==> config.mk <==
export PLATFORM = sky130hd
export DESIGN_NAME = host_regif
export DESIGN_NICKNAME = d
export VERILOG_FILES = /design/src/rtl/host_regif_pkg.sv /design/src/rtl/hr_bus_decode.sv /design/src/rtl/hr_coef_seq.sv /design/src/rtl/host_regif.sv
export SDC_FILE = /design/constraint.sdc
export NUM_CORES = 1
export LEC_CHECK = 0
export CORE_MARGIN = 5
export CORE_UTILIZATION = 46
export DETAILED_ROUTE_END_ITERATION = 6
export HOLD_SLACK_MARGIN = 0.06
export PLACE_DENSITY = 0.76
export RECOVER_POWER = 100
export SKIP_LAST_GASP = 1
export SYNTH_ARGS = -nofsm -noshare
export SYNTH_HDL_FRONTEND = slang
export SYNTH_SLANG_ARGS = --single-unit
==> constraint.sdc <==
create_clock -name clk_i -period 1.8 [get_ports clk_i]
set_input_delay 0.27 -clock clk_i [delete_from_list [all_inputs] [get_ports clk_i]]
set_output_delay 0.27 -clock clk_i [all_outputs]
set_load 0.03 [all_outputs]
==> src/rtl/host_regif_pkg.sv <==
package host_regif_pkg;
  typedef enum logic [1:0] {
    A_COEF  = 2'd0,
    A_CFG   = 2'd1,
    A_NORM  = 2'd2,
    A_ORDER = 2'd3
  } hr_addr_e;

  localparam int unsigned CB_RUN   = 0;
  localparam int unsigned CB_INTEL = 1;
  localparam int unsigned CB_MSBF  = 2;
  localparam int unsigned CB_LOCK  = 3;
  localparam int unsigned CB_SEQ   = 4;
  localparam int unsigned CFG_W    = 5;
endpackage

==> src/rtl/hr_bus_decode.sv <==
module hr_bus_decode (
  input  logic clk_i,
  input  logic rst_ni,
  input  logic intel_i,
  input  logic cs_ni,
  input  logic strb_a_ni,
  input  logic strb_b_ni,
  output logic wr_pulse_o,
  output logic rd_act_o
);
  logic wr_act, wr_q;

  always_comb begin
    if (intel_i) begin
      wr_act   = !cs_ni && !strb_a_ni;
      rd_act_o = !cs_ni && !strb_b_ni && strb_a_ni;
    end else begin
      wr_act   = !cs_ni && !strb_a_ni && !strb_b_ni;
      rd_act_o = !cs_ni && !strb_a_ni && strb_b_ni;
    end
  end

  always_ff @(posedge clk_i or negedge rst_ni)
    if (!rst_ni) wr_q <= 1'b0;
    else         wr_q <= wr_act;

  // one write per strobe assertion
  assign wr_pulse_o = wr_act && !wr_q;


  single_write_chk: assert property (@(posedge clk_i) disable iff (!rst_ni)
    wr_pulse_o |=> !wr_pulse_o);
endmodule

==> src/rtl/hr_coef_seq.sv <==
module hr_coef_seq #(
  parameter int unsigned DW  = 8,
  parameter int unsigned AW  = 8,
  parameter int unsigned GRP = 4
) (
  input  logic            clk_i,
  input  logic            rst_ni,
  input  logic            clr_i,
  input  logic            byte_we_i,
  input  logic            msb_first_i,
  input  logic [DW-1:0]   byte_i,
  input  logic [AW-1:0]   last_idx_i,
  output logic            coef_we_o,
  output logic [AW-1:0]   coef_addr_o,
  output logic [2*DW-1:0] coef_data_o,
  output logic            last_grp_o,
  output logic            last_coef_o
);
  localparam int unsigned GW = $clog2(GRP);

  logic          half_q;
  logic [DW-1:0] hold_q;
  logic [AW-1:0] ptr_q;

  always_ff @(posedge clk_i or negedge rst_ni) begin
    if (!rst_ni) begin
      half_q      <= 1'b0;
      hold_q      <= '0;
      ptr_q       <= '0;
      coef_we_o   <= 1'b0;
      coef_addr_o <= '0;
      coef_data_o <= '0;
    end else begin
      coef_we_o <= 1'b0;
      if (clr_i) begin
        half_q <= 1'b0;
        ptr_q  <= '0;
      end else if (byte_we_i) begin
        if (!half_q) begin
          hold_q <= byte_i;
          half_q <= 1'b1;
        end else begin
          half_q      <= 1'b0;
          coef_we_o   <= 1'b1;
          coef_addr_o <= ptr_q;
          coef_data_o <= msb_first_i ? {hold_q, byte_i} : {byte_i, hold_q};
          ptr_q       <= (ptr_q == last_idx_i) ? '0 : ptr_q + 1'b1;
        end
      end
    end
  end

  assign last_coef_o = (ptr_q == last_idx_i);
  assign last_grp_o  = ((ptr_q >> GW) == (last_idx_i >> GW));


  strobe_width_chk: assert property (@(posedge clk_i) disable iff (!rst_ni)
    coef_we_o |=> !coef_we_o);

  addr_range_chk: assert property (@(posedge clk_i) disable iff (!rst_ni)
    coef_we_o |-> coef_addr_o <= last_idx_i);

  ptr_clear_chk: assert property (@(posedge clk_i) disable iff (!rst_ni)
    clr_i |=> (ptr_q == '0) && !half_q && !coef_we_o);
endmodule

==> src/rtl/host_regif.sv <==
module host_regif
  import host_regif_pkg::*;
#(
  parameter int unsigned DW       = 8,
  parameter int unsigned NTAP_MAX = 256,
  parameter int unsigned GRP      = 4,
  parameter int unsigned NSEL     = 4,
  localparam int unsigned AW      = $clog2(NTAP_MAX)
) (
  input  logic            clk_i,
  input  logic            rst_ni,
  input  logic            cs_ni,
  input  logic            strb_a_ni,
  input  logic            strb_b_ni,
  input  logic [1:0]      addr_i,
  input  logic [DW-1:0]   wdata_i,
  output logic [DW-1:0]   rdata_o,
  input  logic            buf_full_i,
  output logic            run_o,
  output logic            seq_mode_o,
  output logic            round_en_o,
  output logic [NSEL-1:0] norm_sel_o,
  output logic [AW-1:0]   order_o,
  output logic            coef_we_o,
  output logic [AW-1:0]   coef_addr_o,
  output logic [2*DW-1:0] coef_data_o
);
  logic [CFG_W-1:0] cfg_q;
  logic [NSEL:0]    norm_q;
  logic [AW-1:0]    order_q;
  logic             locked, intel_eff;
  logic             wr_pulse, rd_act;
  logic             wr_cfg, wr_norm, wr_order, wr_coef;
  logic             last_grp, last_coef;

  assign locked    = cfg_q[CB_LOCK];
  assign intel_eff = locked && cfg_q[CB_INTEL];

  hr_bus_decode u_dec (
    .clk_i      (clk_i),
    .rst_ni     (rst_ni),
    .intel_i    (intel_eff),
    .cs_ni      (cs_ni),
    .strb_a_ni  (strb_a_ni),
    .strb_b_ni  (strb_b_ni),
    .wr_pulse_o (wr_pulse),
    .rd_act_o   (rd_act)
  );

  assign wr_cfg   = wr_pulse && (addr_i == A_CFG);
  assign wr_norm  = wr_pulse && (addr_i == A_NORM)  && locked;
  assign wr_order = wr_pulse && (addr_i == A_ORDER) && locked;
  assign wr_coef  = wr_pulse && (addr_i == A_COEF)  && locked && !cfg_q[CB_RUN];

  always_ff @(posedge clk_i or negedge rst_ni) begin
    if (!rst_ni) begin
      cfg_q   <= '0;
      norm_q  <= '0;
      order_q <= '0;
    end else begin
      if (wr_cfg) begin
        cfg_q[CB_RUN]  <= wdata_i[CB_RUN];
        cfg_q[CB_MSBF] <= wdata_i[CB_MSBF];
        cfg_q[CB_LOCK] <= wdata_i[CB_LOCK];
        cfg_q[CB_SEQ]  <= wdata_i[CB_SEQ];
        // style frozen while the lock stays set
        if (!locked || !wdata_i[CB_LOCK]) cfg_q[CB_INTEL] <= wdata_i[CB_INTEL];
      end
      if (wr_norm)  norm_q  <= wdata_i[NSEL:0];
      if (wr_order) order_q <= AW'(wdata_i);
    end
  end

  hr_coef_seq #(.DW(DW), .AW(AW), .GRP(GRP)) u_seq (
    .clk_i       (clk_i),
    .rst_ni      (rst_ni),
    .clr_i       (wr_order),
    .byte_we_i   (wr_coef),
    .msb_first_i (cfg_q[CB_MSBF]),
    .byte_i      (wdata_i),
    .last_idx_i  (order_q),
    .coef_we_o   (coef_we_o),
    .coef_addr_o (coef_addr_o),
    .coef_data_o (coef_data_o),
    .last_grp_o  (last_grp),
    .last_coef_o (last_coef)
  );

  always_comb begin
    rdata_o = '0;
    if (rd_act) begin
      unique case (addr_i)
        A_CFG:   rdata_o = DW'({last_coef, last_grp, buf_full_i, cfg_q});
        A_NORM:  rdata_o = DW'(norm_q);
        A_ORDER: rdata_o = DW'(order_q);
        default: rdata_o = '0;
      endcase
    end
  end

  assign run_o      = cfg_q[CB_RUN];
  assign seq_mode_o = cfg_q[CB_SEQ];
  assign round_en_o = norm_q[NSEL];
  assign norm_sel_o = norm_q[NSEL-1:0];
  assign order_o    = order_q;


  style_hold_chk: assert property (@(posedge clk_i) disable iff (!rst_ni)
    (locked && $past(locked)) |-> $stable(cfg_q[CB_INTEL]));

  run_block_chk: assert property (@(posedge clk_i) disable iff (!rst_ni)
    coef_we_o |-> !$past(cfg_q[CB_RUN]));

  unlocked_order_chk: assert property (@(posedge clk_i) disable iff (!rst_ni)
    !$past(locked) |-> $stable(order_q));
endmodule

# After elaboration in Yosys (flattened, before gate mapping)
# Cells that the tools add are included.
[word_totals]
regBits = 61
latchBits = 0
mem_bits_rw = 0
mem_bits_ro = 0
inputBits = 16
elab_cells = 64
mem_count = 0
[op_classes]
addsub = 1
multipliers = 0
div = 0
magnitude_cmp = 0
n_eq_ne = 5
shifts = 0
n_mux = 15
bitwise = 2
n_reduce_logical = 30
[ops]
columns = ["op", "n"]
rows = [
  ["two-way mux 8 bit", 5],
  ["one-hot mux 8 bit (3 select lines)", 1],
  ["two-way mux 16 bit", 1],
  ["logical AND 1 bit", 15],
  ["adder 8 x 1 -> 8 bit, second input constant", 1],
  ["equality test 8 bit", 1],
  ["two-way mux 1 bit", 8],
  ["zero test 1 bit", 7],
  ["equality test 6 bit", 1],
  ["AND reduction 3 bit", 2],
  ["equality test 2 bit, second input constant", 2],
  ["AND reduction 2 bit", 2],
  ["nonzero test 2 bit", 2],
  ["equality test 2 x 1 -> 1 bit, second input constant", 1],
  ["zero test 2 bit", 1],
  ["inverter 1 bit", 2],
  ["logical OR 1 bit", 1],
]

# Logic depth before layout (Yosys ltp)
# Gate-level depths: netlist of run 1.
[logic_depth]
ltp_word = 10
ltp_mapped = 7
mapped_depth_nobuf = 5

# Hierarchy
# Synthesis of run 1 repeated with hierarchy kept, for this count alone.
[unflattened]
cells_unflattened = 259
hier_area_um2 = 2927.8
[modules_own_cells]
columns = ["mod", "n_inst", "cells_per_inst", "area_per_inst_um2", "seq_area_each_um2"]
rows = [
  ["hr_coef_seq", 1, 183, 1933.1, 1051.0],
  ["host_regif", 1, 69, 928.4, 450.4],
  ["hr_bus_decode", 1, 7, 66.3, 25.0],
]

# Worst setup path before layout of run 1
# OpenSTA, ideal clock, no wires.
[synth_path]
path_type = "flip-flop to output port"
startpoint = "register order_q[7], in the netlist order_o[7]"
endpoint = "output rdata_o[7]"
arrival_time_ns = 2.063
t_required_ns = 1.530
path_slack_ns = -0.533
path_stages_with_launch = 5
path_buffers = 0
path_cell_list = "dfrtp_1 -> xnor2_1 -> nand4_1 -> o31a_1 -> nor3b_1"
[synth_via]
elab_chain_len = 3
[synth_lines]
columns = ["element", "line", "rtl"]
rows = [
  ["start: declaration", "host_regif.sv:30", "logic [AW-1:0] order_q;"],
  ["start signal: assignment", "host_regif.sv:70", "if (wr_order) order_q <= AW'(wdata_i);"],
  ["equality test 8 bit", "hr_coef_seq.sv:53", "assign last_coef_o = (ptr_q == last_idx_i);"],
  ["one-hot mux 8 bit (3 select lines) *", "host_regif.sv:92", "unique case (addr_i)"],
  ["two-way mux 8 bit *", "host_regif.sv:91", "if (rd_act) begin"],
  ["end: declaration", "host_regif.sv:17", "output logic [DW-1:0] rdata_o,"],
]
# Every way passes the cells marked *; elsewhere a longest branch is shown, timed or not.

# Final worst setup path of run 1
[layout_path]
startpoint = "register order_q[2], in the netlist order_o[2]"
endpoint = "output rdata_o[6]"
[layout_via]
elab_chain_len = 3
[layout_lines]
columns = ["element", "line", "rtl"]
rows = [
  ["equality test 6 bit", "hr_coef_seq.sv:54", "assign last_grp_o = ((ptr_q >> GW) == (last_idx_i >> GW));"],
  ["one-hot mux 8 bit (3 select lines)", "host_regif.sv:92", ""],
  ["two-way mux 8 bit", "host_regif.sv:91", ""],
]
# Every way passes these cells.

==> results of run 1 <==
[cell usage in the layout (no fill, tap or decap), types with 3 or more instances in the layout]
cell type	n
sky130_fd_sc_hd__nand2_1	54
sky130_fd_sc_hd__dfrtp_1	54
sky130_fd_sc_hd__buf_4	29
sky130_fd_sc_hd__dlygate4sd3_1	24
sky130_fd_sc_hd__o21ai_0	22
sky130_fd_sc_hd__clkdlybuf4s50_1	22
sky130_fd_sc_hd__mux2_2	20
sky130_fd_sc_hd__mux2i_1	17
sky130_fd_sc_hd__buf_6	12
sky130_fd_sc_hd__mux2_4	10
sky130_fd_sc_hd__clkbuf_8	10
sky130_fd_sc_hd__clkbuf_1	8
sky130_fd_sc_hd__nand3_1	7
sky130_fd_sc_hd__o211ai_1	7
sky130_fd_sc_hd__dfrtp_2	7
sky130_fd_sc_hd__xnor2_1	5
sky130_fd_sc_hd__nor2_4	5
sky130_fd_sc_hd__a22oi_2	4
sky130_fd_sc_hd__nor2_1	4
sky130_fd_sc_hd__dlygate4sd2_1	4
sky130_fd_sc_hd__clkbuf_4	4
sky130_fd_sc_hd__xnor2_2	3
sky130_fd_sc_hd__nand4_1	3
sky130_fd_sc_hd__nor3_1	3
sky130_fd_sc_hd__inv_1	3
sky130_fd_sc_hd__buf_2	3
[worst register-to-register path, stage by stage, from the launching register on]
cell and delay, ns:
sky130_fd_sc_hd__dfrtp_1 0.41, sky130_fd_sc_hd__buf_4 0.13, sky130_fd_sc_hd__nor4b_4 0.18, sky130_fd_sc_hd__clkbuf_1 0.18, sky130_fd_sc_hd__nand3_1 0.09, sky130_fd_sc_hd__clkbuf_2 0.18, sky130_fd_sc_hd__inv_2 0.10, sky130_fd_sc_hd__clkbuf_2 0.23
sky130_fd_sc_hd__o221ai_1 0.15, sky130_fd_sc_hd__nand2_1 0.09
[sequential cells by signal (all words and copies together), names as in the netlist]
signal / cells
u_seq.coef_data_o: 16
order_o: 8
u_seq.coef_addr_o: 8
u_seq.hold_q: 8
u_seq.ptr_q: 8
cfg_q: 5
norm_q: 5
u_dec.wr_q: 1
u_seq.coef_we_o: 1
u_seq.half_q: 1
[metrics by stage]
| step | area [sq um] | util, % | TNS, ns | setup WS, ns | power [mW] |
|---|---|---|---|---|---|
| 6_report | 4320 | 68.4 | -0.778 | -0.293 | 4.34 |
| 4_1_cts | 4320 | 68.4 | -0.840 | -0.309 | 4.39 |
| 3_3_place_gp | 3940 | 62.4 | -14.84 | -0.289 | 3.07 |
| 5_1_grt | 4320 | 68.4 | -4.46 | -0.403 | 4.56 |
| 2_1_floorplan | 3030 | - | -0.194 | -0.107 | 2.49 |
| 3_5_place_dp | 3940 | 62.4 | -16.47 | -0.320 | 3.10 |
[power by group through the flow]
stage          clock network (mW)  logic (mW)  registers, mW
5_1_grt                      1.29        1.53           1.74
2_1_floorplan                   0       0.528           1.96
3_5_place_dp                    0        1.37           1.73
4_1_cts                      1.21        1.47           1.71
3_3_place_gp                    0        1.35           1.72
6_report                     1.19        1.43           1.72
[final timing paths]
check,slack [ns],start,to,depth (start not counted)
max,-0.29,order_o[2],rdata_o[6],5
min,0.33,strb_b_ni,u_dec.wr_q,2
max reg2reg,0.01,cfg_q[3],u_seq.ptr_q[3],9
min reg2reg,0.47,u_seq.coef_addr_o[6],u_seq.coef_addr_o[6],2
max in group asynchronous,0.52,rst_ni,order_o[0],3
min in group asynchronous,0.67,rst_ni,u_seq.coef_we_o,3
[metal layers]
metal,wire [microns],up-vias,GRT usage [%]
met5,0,-,0
met4,128,0,7.82
met3,285,10,4.83
met2,3810,64,31.4
met1,3340,1230,23.9
li1,-,1198,-
[kinds of logic after synthesis]
family / share of synthesized area [%]
simple gates: 15.1
buf+inv: 2.82
compound gates: 10.5
xor+xnor: 2.36
flops: 51.3
mux: 17.5
fa+ha+maj: 0.421
[synth_stat cells (2+ instances only)]
library cell,number
sky130_fd_sc_hd__a21o_1,2
sky130_fd_sc_hd__a22oi_1,5
sky130_fd_sc_hd__and2_1,2
sky130_fd_sc_hd__buf_2,4
sky130_fd_sc_hd__clkbuf_1,10
sky130_fd_sc_hd__dfrtp_1,61
sky130_fd_sc_hd__inv_1,3
sky130_fd_sc_hd__mux2_2,30
sky130_fd_sc_hd__mux2i_1,17
sky130_fd_sc_hd__nand2_1,55
sky130_fd_sc_hd__nand3_1,7
sky130_fd_sc_hd__nand3b_1,2
sky130_fd_sc_hd__nand4_1,3
sky130_fd_sc_hd__nand4b_1,2
sky130_fd_sc_hd__nor2_1,9
sky130_fd_sc_hd__nor3_1,3
sky130_fd_sc_hd__nor3b_1,3
sky130_fd_sc_hd__o2111ai_1,2
sky130_fd_sc_hd__o211ai_1,7
sky130_fd_sc_hd__o21ai_0,22
sky130_fd_sc_hd__o221ai_1,2
sky130_fd_sc_hd__o31a_1,2
sky130_fd_sc_hd__xnor2_1,8
[cell type report]
type,instances,area [sq um],area share (%)
Timing Repair Buffer,108,950,22.0
Inverter,4,15.0,0.348
Sequential cell,61,1540,35.5
Tap cell,77,96.3,2.23
Clock buffer,11,141,3.27
Multi-Input combinational cell,198,1530,35.5
Clock inverter,4,48.8,1.13
[what timing repair did]
action | CTS | global route
endpoints found under the hold margin | 61 | 0
setup endpoints to repair | 10 | 59
hold buffers | 1 | 0
setup buffers | 8 | 1
cloned | 1 | 0
gates resized for setup | 31 | 19
pin swaps | 11 | 6
==> run metrics, run 1 <==
buffering stage count on the worst path with inverters included=1; buffer levels on the longest clock path=2; top-level port count=64; share of flip-flops with an asynchronous set or reset=100%; level count of the clock H-tree=3; Pwr per Cell Area=1010 nW/um^2; WL/cell=16.3 microns; worst slew pin tran=0.827 ns; cts bufs inserted=9; violations in the final reports=negative setup slack; fraction of power spent switching nets=33.6%; clock-pin slew on the worst setup and hold paths=0.07 ns; critical-path cell list=xnor2_1 > nand4_1 > o31a_1 > nor3b_4 > buf_6; final critical-path setup slack=-0.293 ns; register share of total power=39.5%; data required time of the critical path=1.53 ns; final clock period utilization by the worst path=116%; Arrival @ worst endpoint=1.82 ns; drc violations=0; Leak Pwr=2.00 nW; most frequently used flop master after synthesis=sky130_fd_sc_hd__dfrtp_1; relative contribution of the clock network to total power=27.4%; total inserted antenna cells=0; P_int=2.88 mW; Avg Synthesized Cell Area=10.7 sq um; fraction of final layout cells sized beyond drive strength 1=32.4%; global-route wire length before repair=12,500 microns; final antenna-violating net count=0; final net count=399; initial antenna violation count=0; cell at the root of the clock tree=sky130_fd_sc_hd__clkbuf_8; clock tree from TritonCTS=built; die width=90.4 microns; unrepaired setup endpoints after global routing=yes; synthesized instance count=279; portion of the post-synthesis area used by sequential elements=51.3%; worst rel slew slack=44.9%; fraction of power consumed by combinational cells=33.0%; cell area after technology mapping=2970 sq um; total vias in the final route=2,502; post-layout minimum cycle time=2.09 ns; top area cells in the synthesized netlist=sky130_fd_sc_hd__dfrtp_1 51%, sky130_fd_sc_hd__mux2_2 11%, sky130_fd_sc_hd__nand2_1 6.9%, sky130_fd_sc_hd__mux2i_1 5.7%, sky130_fd_sc_hd__o21ai_0 3.7%; clk sinks=61; RD Place Congestion=0.891; via count of the first global-routing pass=2,543; Top delay family on crit path=flip-flops; total congestion overflow=0; Worst Setup Start Kind=register; Fin Clk Skew=0.00723 ns; IO Port Bufs=63; type of destination of the critical path=output pin; area of the die=8170 sq um; die extent in y=90.4 microns; Seq cells post-synth=61; via/cell ratio=5.40; placeable core region=6310 sq um; maximum vdd ir drop=0.000653 V; largest net degree at the start of global routing=62; global-route usage over all layers=19.1%; max-slew violation total from the final report=0; biggest fanout along the worst timing path=3; total wirelength of the detailed-routed design=7570 microns; Switch Pwr=1.46 mW; length of the first detailed-routing pass in iterations=4; filler cell count=502; area share of the largest cell type after synthesis=51.3%; drt initial violations=98; DP Wirelength=5210 microns; number of hold-slack violations in the final timing report=0; number of warnings issued by yosys=0; DP Cell Count=437; worst hold slack across all endpoints=0.333 ns; highest clock rate=0.478 GHz; number of placement rows=29; class of the most critical setup path=register to output pin; worst skew pair latency=0.34 ns; post-synthesis cell type with the largest combined area=sky130_fd_sc_hd__dfrtp_1; Max stage delay on crit path=0.42 ns; number of enable-type register cells in the synthesized netlist=0; worst hold path class=input port to register; number of distinct standard cells referenced by the synthesized netlist=41; max-cap check violation count=0; P&R area growth vs syn=45.2%; outcome=complete, but fails checks; Starting Density=47.1%; final instance count without filler cells=463; final setup vio count=8; Post-Synthesis Net Count=296; slowest cell on the critical path=sky130_fd_sc_hd__dfrtp_2
Power figures use the tool's default switching activity.
==> run 2: changes to the inputs <==
--- a/config.mk
+++ b/config.mk
@@ -7,2 +7,4 @@
 export LEC_CHECK = 0
+export CAP_MARGIN = 20
+export CORE_ASPECT_RATIO = 2
 export CORE_MARGIN = 5
--- a/constraint.sdc
+++ b/constraint.sdc
@@ -3,2 +3,2 @@
 set_output_delay 0.27 -clock clk_i [all_outputs]
-set_load 0.03 [all_outputs]
+set_load 0.005 [all_outputs]
==> run 2 against run 1 <==
Net effect: clock power rose by 66%; flip-flop and latch count did not move; worst setup slack improved by 0.044 ns; critical path depth rose by 1; combinational power fell by 7%; clock-buffer cell count fell by 1; the run still ends with negative setup slack left; register-to-register slack got worse by 0.07 ns; worst hold slack improved by 0.099 ns; first-iteration DRC count rose by 130%; sequential power barely moved; via count rose by 3.6%; cell area rose by 5.0%.
==> run metrics, run 2 (synthesis results as in run 1) <==
outcome=complete, but fails checks; violations in the final reports=negative setup slack; Arrival @ worst endpoint=1.78 ns (-0.04 ns); Starting Density=47.1% (about the same); Max stage delay on crit path=0.41 ns (about the same); clock tree from TritonCTS=built; clock-pin slew on the worst setup and hold paths=0.05 ns (-0.02 ns); biggest fanout along the worst timing path=2 (-1); slowest cell on the critical path=sky130_fd_sc_hd__dfrtp_1; placed cell area=4010 sq um (+1.8%); final std cell area, no fill=4530 sq um (+5.0%); P_int=3.64 mW (+26%); post-layout minimum cycle time=2.05 ns (-0.0435 ns); level count of the clock H-tree=3 (unchanged); worst hold path class=input port to register; WL/cell=17.8 microns (+9.1%); area of the die=8270 sq um (+1.2%); largest net degree at the start of global routing=62 (unchanged); Worst Setup Start Kind=register; global-route usage over all layers=22.5% (+3.4 points); register share of total power=34.0% (-5.5 points); length of the first detailed-routing pass in iterations=4 (unchanged); final antenna-violating net count=0 (unchanged); highest clock rate=0.488 GHz (+2.1%); DP Wirelength=5790 microns (+11%); worst skew pair latency=0.33 ns (about the same); via count of the first global-routing pass=2,738 (+7.7%); type of destination of the critical path=output pin; max-cap check violation count=0 (unchanged); cts bufs inserted=9 (unchanged); die width=66.9 microns (-26%); final critical-path setup slack=-0.249 ns (+0.0435 ns); worst hold slack across all endpoints=0.433 ns (+0.0995 ns); worst slew pin tran=0.830 ns (+0.00280 ns); filler cell count=461 (-8.2%); origin of the worst setup path=order_o[4]; final net count=412 (+3.3%); final setup vio count=23 (+15); top-level port count=64 (unchanged); most common cell after layout, fill and taps aside=sky130_fd_sc_hd__dfrtp_1; total congestion overflow=0 (unchanged); global-route wire length before repair=13,500 microns (+7.9%); Pwr per Cell Area=1100 nW/um^2 (+9.5%); IO Port Bufs=63 (unchanged); drc violations=0 (unchanged); RD Place Congestion=0.888 (-0.38%); fraction of power spent switching nets=27.0% (-6.6 points); P&R area growth vs syn=52.5%; via/cell ratio=5.33 (-1.3%); met3 routed wirelength=341 microns (+20%); critical-path cell list=xnor2_1 > nand4_1 > buf_4 > o31a_1 > nor3b_2 > buf_2; placeable core region=6310 sq um (about the same); uppermost metal layer occupied by signal nets=met4; cell at the root of the clock tree=sky130_fd_sc_hd__clkbuf_16; Leak Pwr=2.16 nW (+8.1%); Fin Clk Skew=0.00435 ns (-0.00288 ns); fraction of power consumed by combinational cells=26.6% (-6.4 points); worst rel slew slack=44.7% (-0.19 points); number of placement rows=41 (+41%); max-slew violation total from the final report=0 (unchanged); buffer levels on the longest clock path=2 (unchanged); Post-Route Setup TNS=-1.20 ns (-0.425 ns); drt initial violations=230 (+130%); fraction of final layout cells sized beyond drive strength 1=31.3% (-1.1 points); number of flip-flops in the largest register=16 (unchanged); Switch Pwr=1.35 mW (-7.6%); wire length the detailed router placed on met1=3190 microns (-4.5%); die extent in y=124 microns (+37%); relative contribution of the clock network to total power=39.4% (+12 points); maximum vdd ir drop=0.00109 V (+67%); worst r2r src=cfg_q[3]; number of hold-slack violations in the final timing report=0 (unchanged); data required time of the critical path=1.53 ns (about the same); initial antenna violation count=0 (unchanged); unrepaired setup endpoints after global routing=yes; beginning of the worst hold path=strb_b_ni; total wirelength of the detailed-routed design=8670 microns (+15%); final instance count without filler cells=486 (+5.0%); register ranked first by flip-flop count=u_seq.coef_data_o; total inserted antenna cells=0 (unchanged); DP Cell Count=457 (+4.6%); commonest non-fill, non-tap cells in the layout=61 x sky130_fd_sc_hd__dfrtp_1, 55 x sky130_fd_sc_hd__nand2_1, 38 x sky130_fd_sc_hd__buf_4; class of the most critical setup path=register to output pin; Routed met2 length=4900 microns (+29%); total vias in the final route=2,591 (+3.6%); clk sinks=61 (unchanged); final clock period utilization by the worst path=114% (-2.4 points); post-layout total power=4.99 mW (+15%)
==> run 2: cell count changes in the layout (fill, tap and decap cells not counted), sizes merged, moves of 2 or more <==
cell / change
buf: +11
bufinv: +2
clkbuf: -4
clkdlybuf4s50: -6
dlygate4sd3: +10
==> run 2: power groups by stage <==
stage                     sequential, mW  combinational (mW)  clock (mW)
after floorplan                     1.70               0.492           0
after global placement              1.70                1.21           0
after detailed placement            1.70                1.23           0
after CTS                           1.70                1.32        1.99
after global routing                1.72                1.43        2.04
final                               1.70                1.33        1.97
==> run 2: cell type report <==
cell class / count / area, sq um / area share [%]
clock buffer: 10 / 229 / 5.05
clock inverter: 6 / 111 / 2.46
inverter: 4 / 15.0 / 0.331
multi-input combinational: 198 / 1510 / 33.4
sequential: 61 / 1530 / 33.7
tap: 86 / 108 / 2.37
timing repair buffer: 121 / 1030 / 22.7
==> run 2: what timing repair did <==
item                                   in CTS  in global routing
pin swaps                                  15                 12
endpoints found under the hold margin      61                  0
setup endpoints to repair                  53                 49
hold buffers                                1                  0
buffers inserted                           11                  5
resized for setup                          63                 22
==> run 2: final timing paths <==
path,endpoint,slack (ns),cells after the start
max,rdata_o[7],-0.25,6
min,u_dec.wr_q,0.43,3
max reg2reg,norm_q[3],-0.06,6
min reg2reg,u_seq.coef_addr_o[3],0.46,2
max in group asynchronous,u_seq.coef_data_o[14],0.58,3
min in group asynchronous,order_o[0],0.69,3
==> run 2: layer usage <==
layer  vias up  global-route usage [%]
met1      1277                    23.9
met3        21                    4.15
li1       1223                       -
met5         -                       0
met4         0                    12.7
met2        70                    40.4
==> run 2: critical path: cells and delay by family, from the launching register on <==
family                    cells  cell delay, ns
AOI/OAI and AO/OA             1            0.25
DFF                           1            0.41
xor gates and xnor gates      1            0.16
and+or+nand+nor               2            0.32
buffers and inverters         2            0.31
==> run 2: per-stage QoR <==
| step | setup WS [ns] | util, % |
|---|---|---|
| after floorplan | 0.00406 | - |
| after global placement | -0.454 | 63.6 |
| after detailed placement | -0.493 | 63.6 |
| after CTS | -0.288 | 71.5 |
| after global routing | -0.397 | 71.9 |
| final | -0.249 | 71.9 |
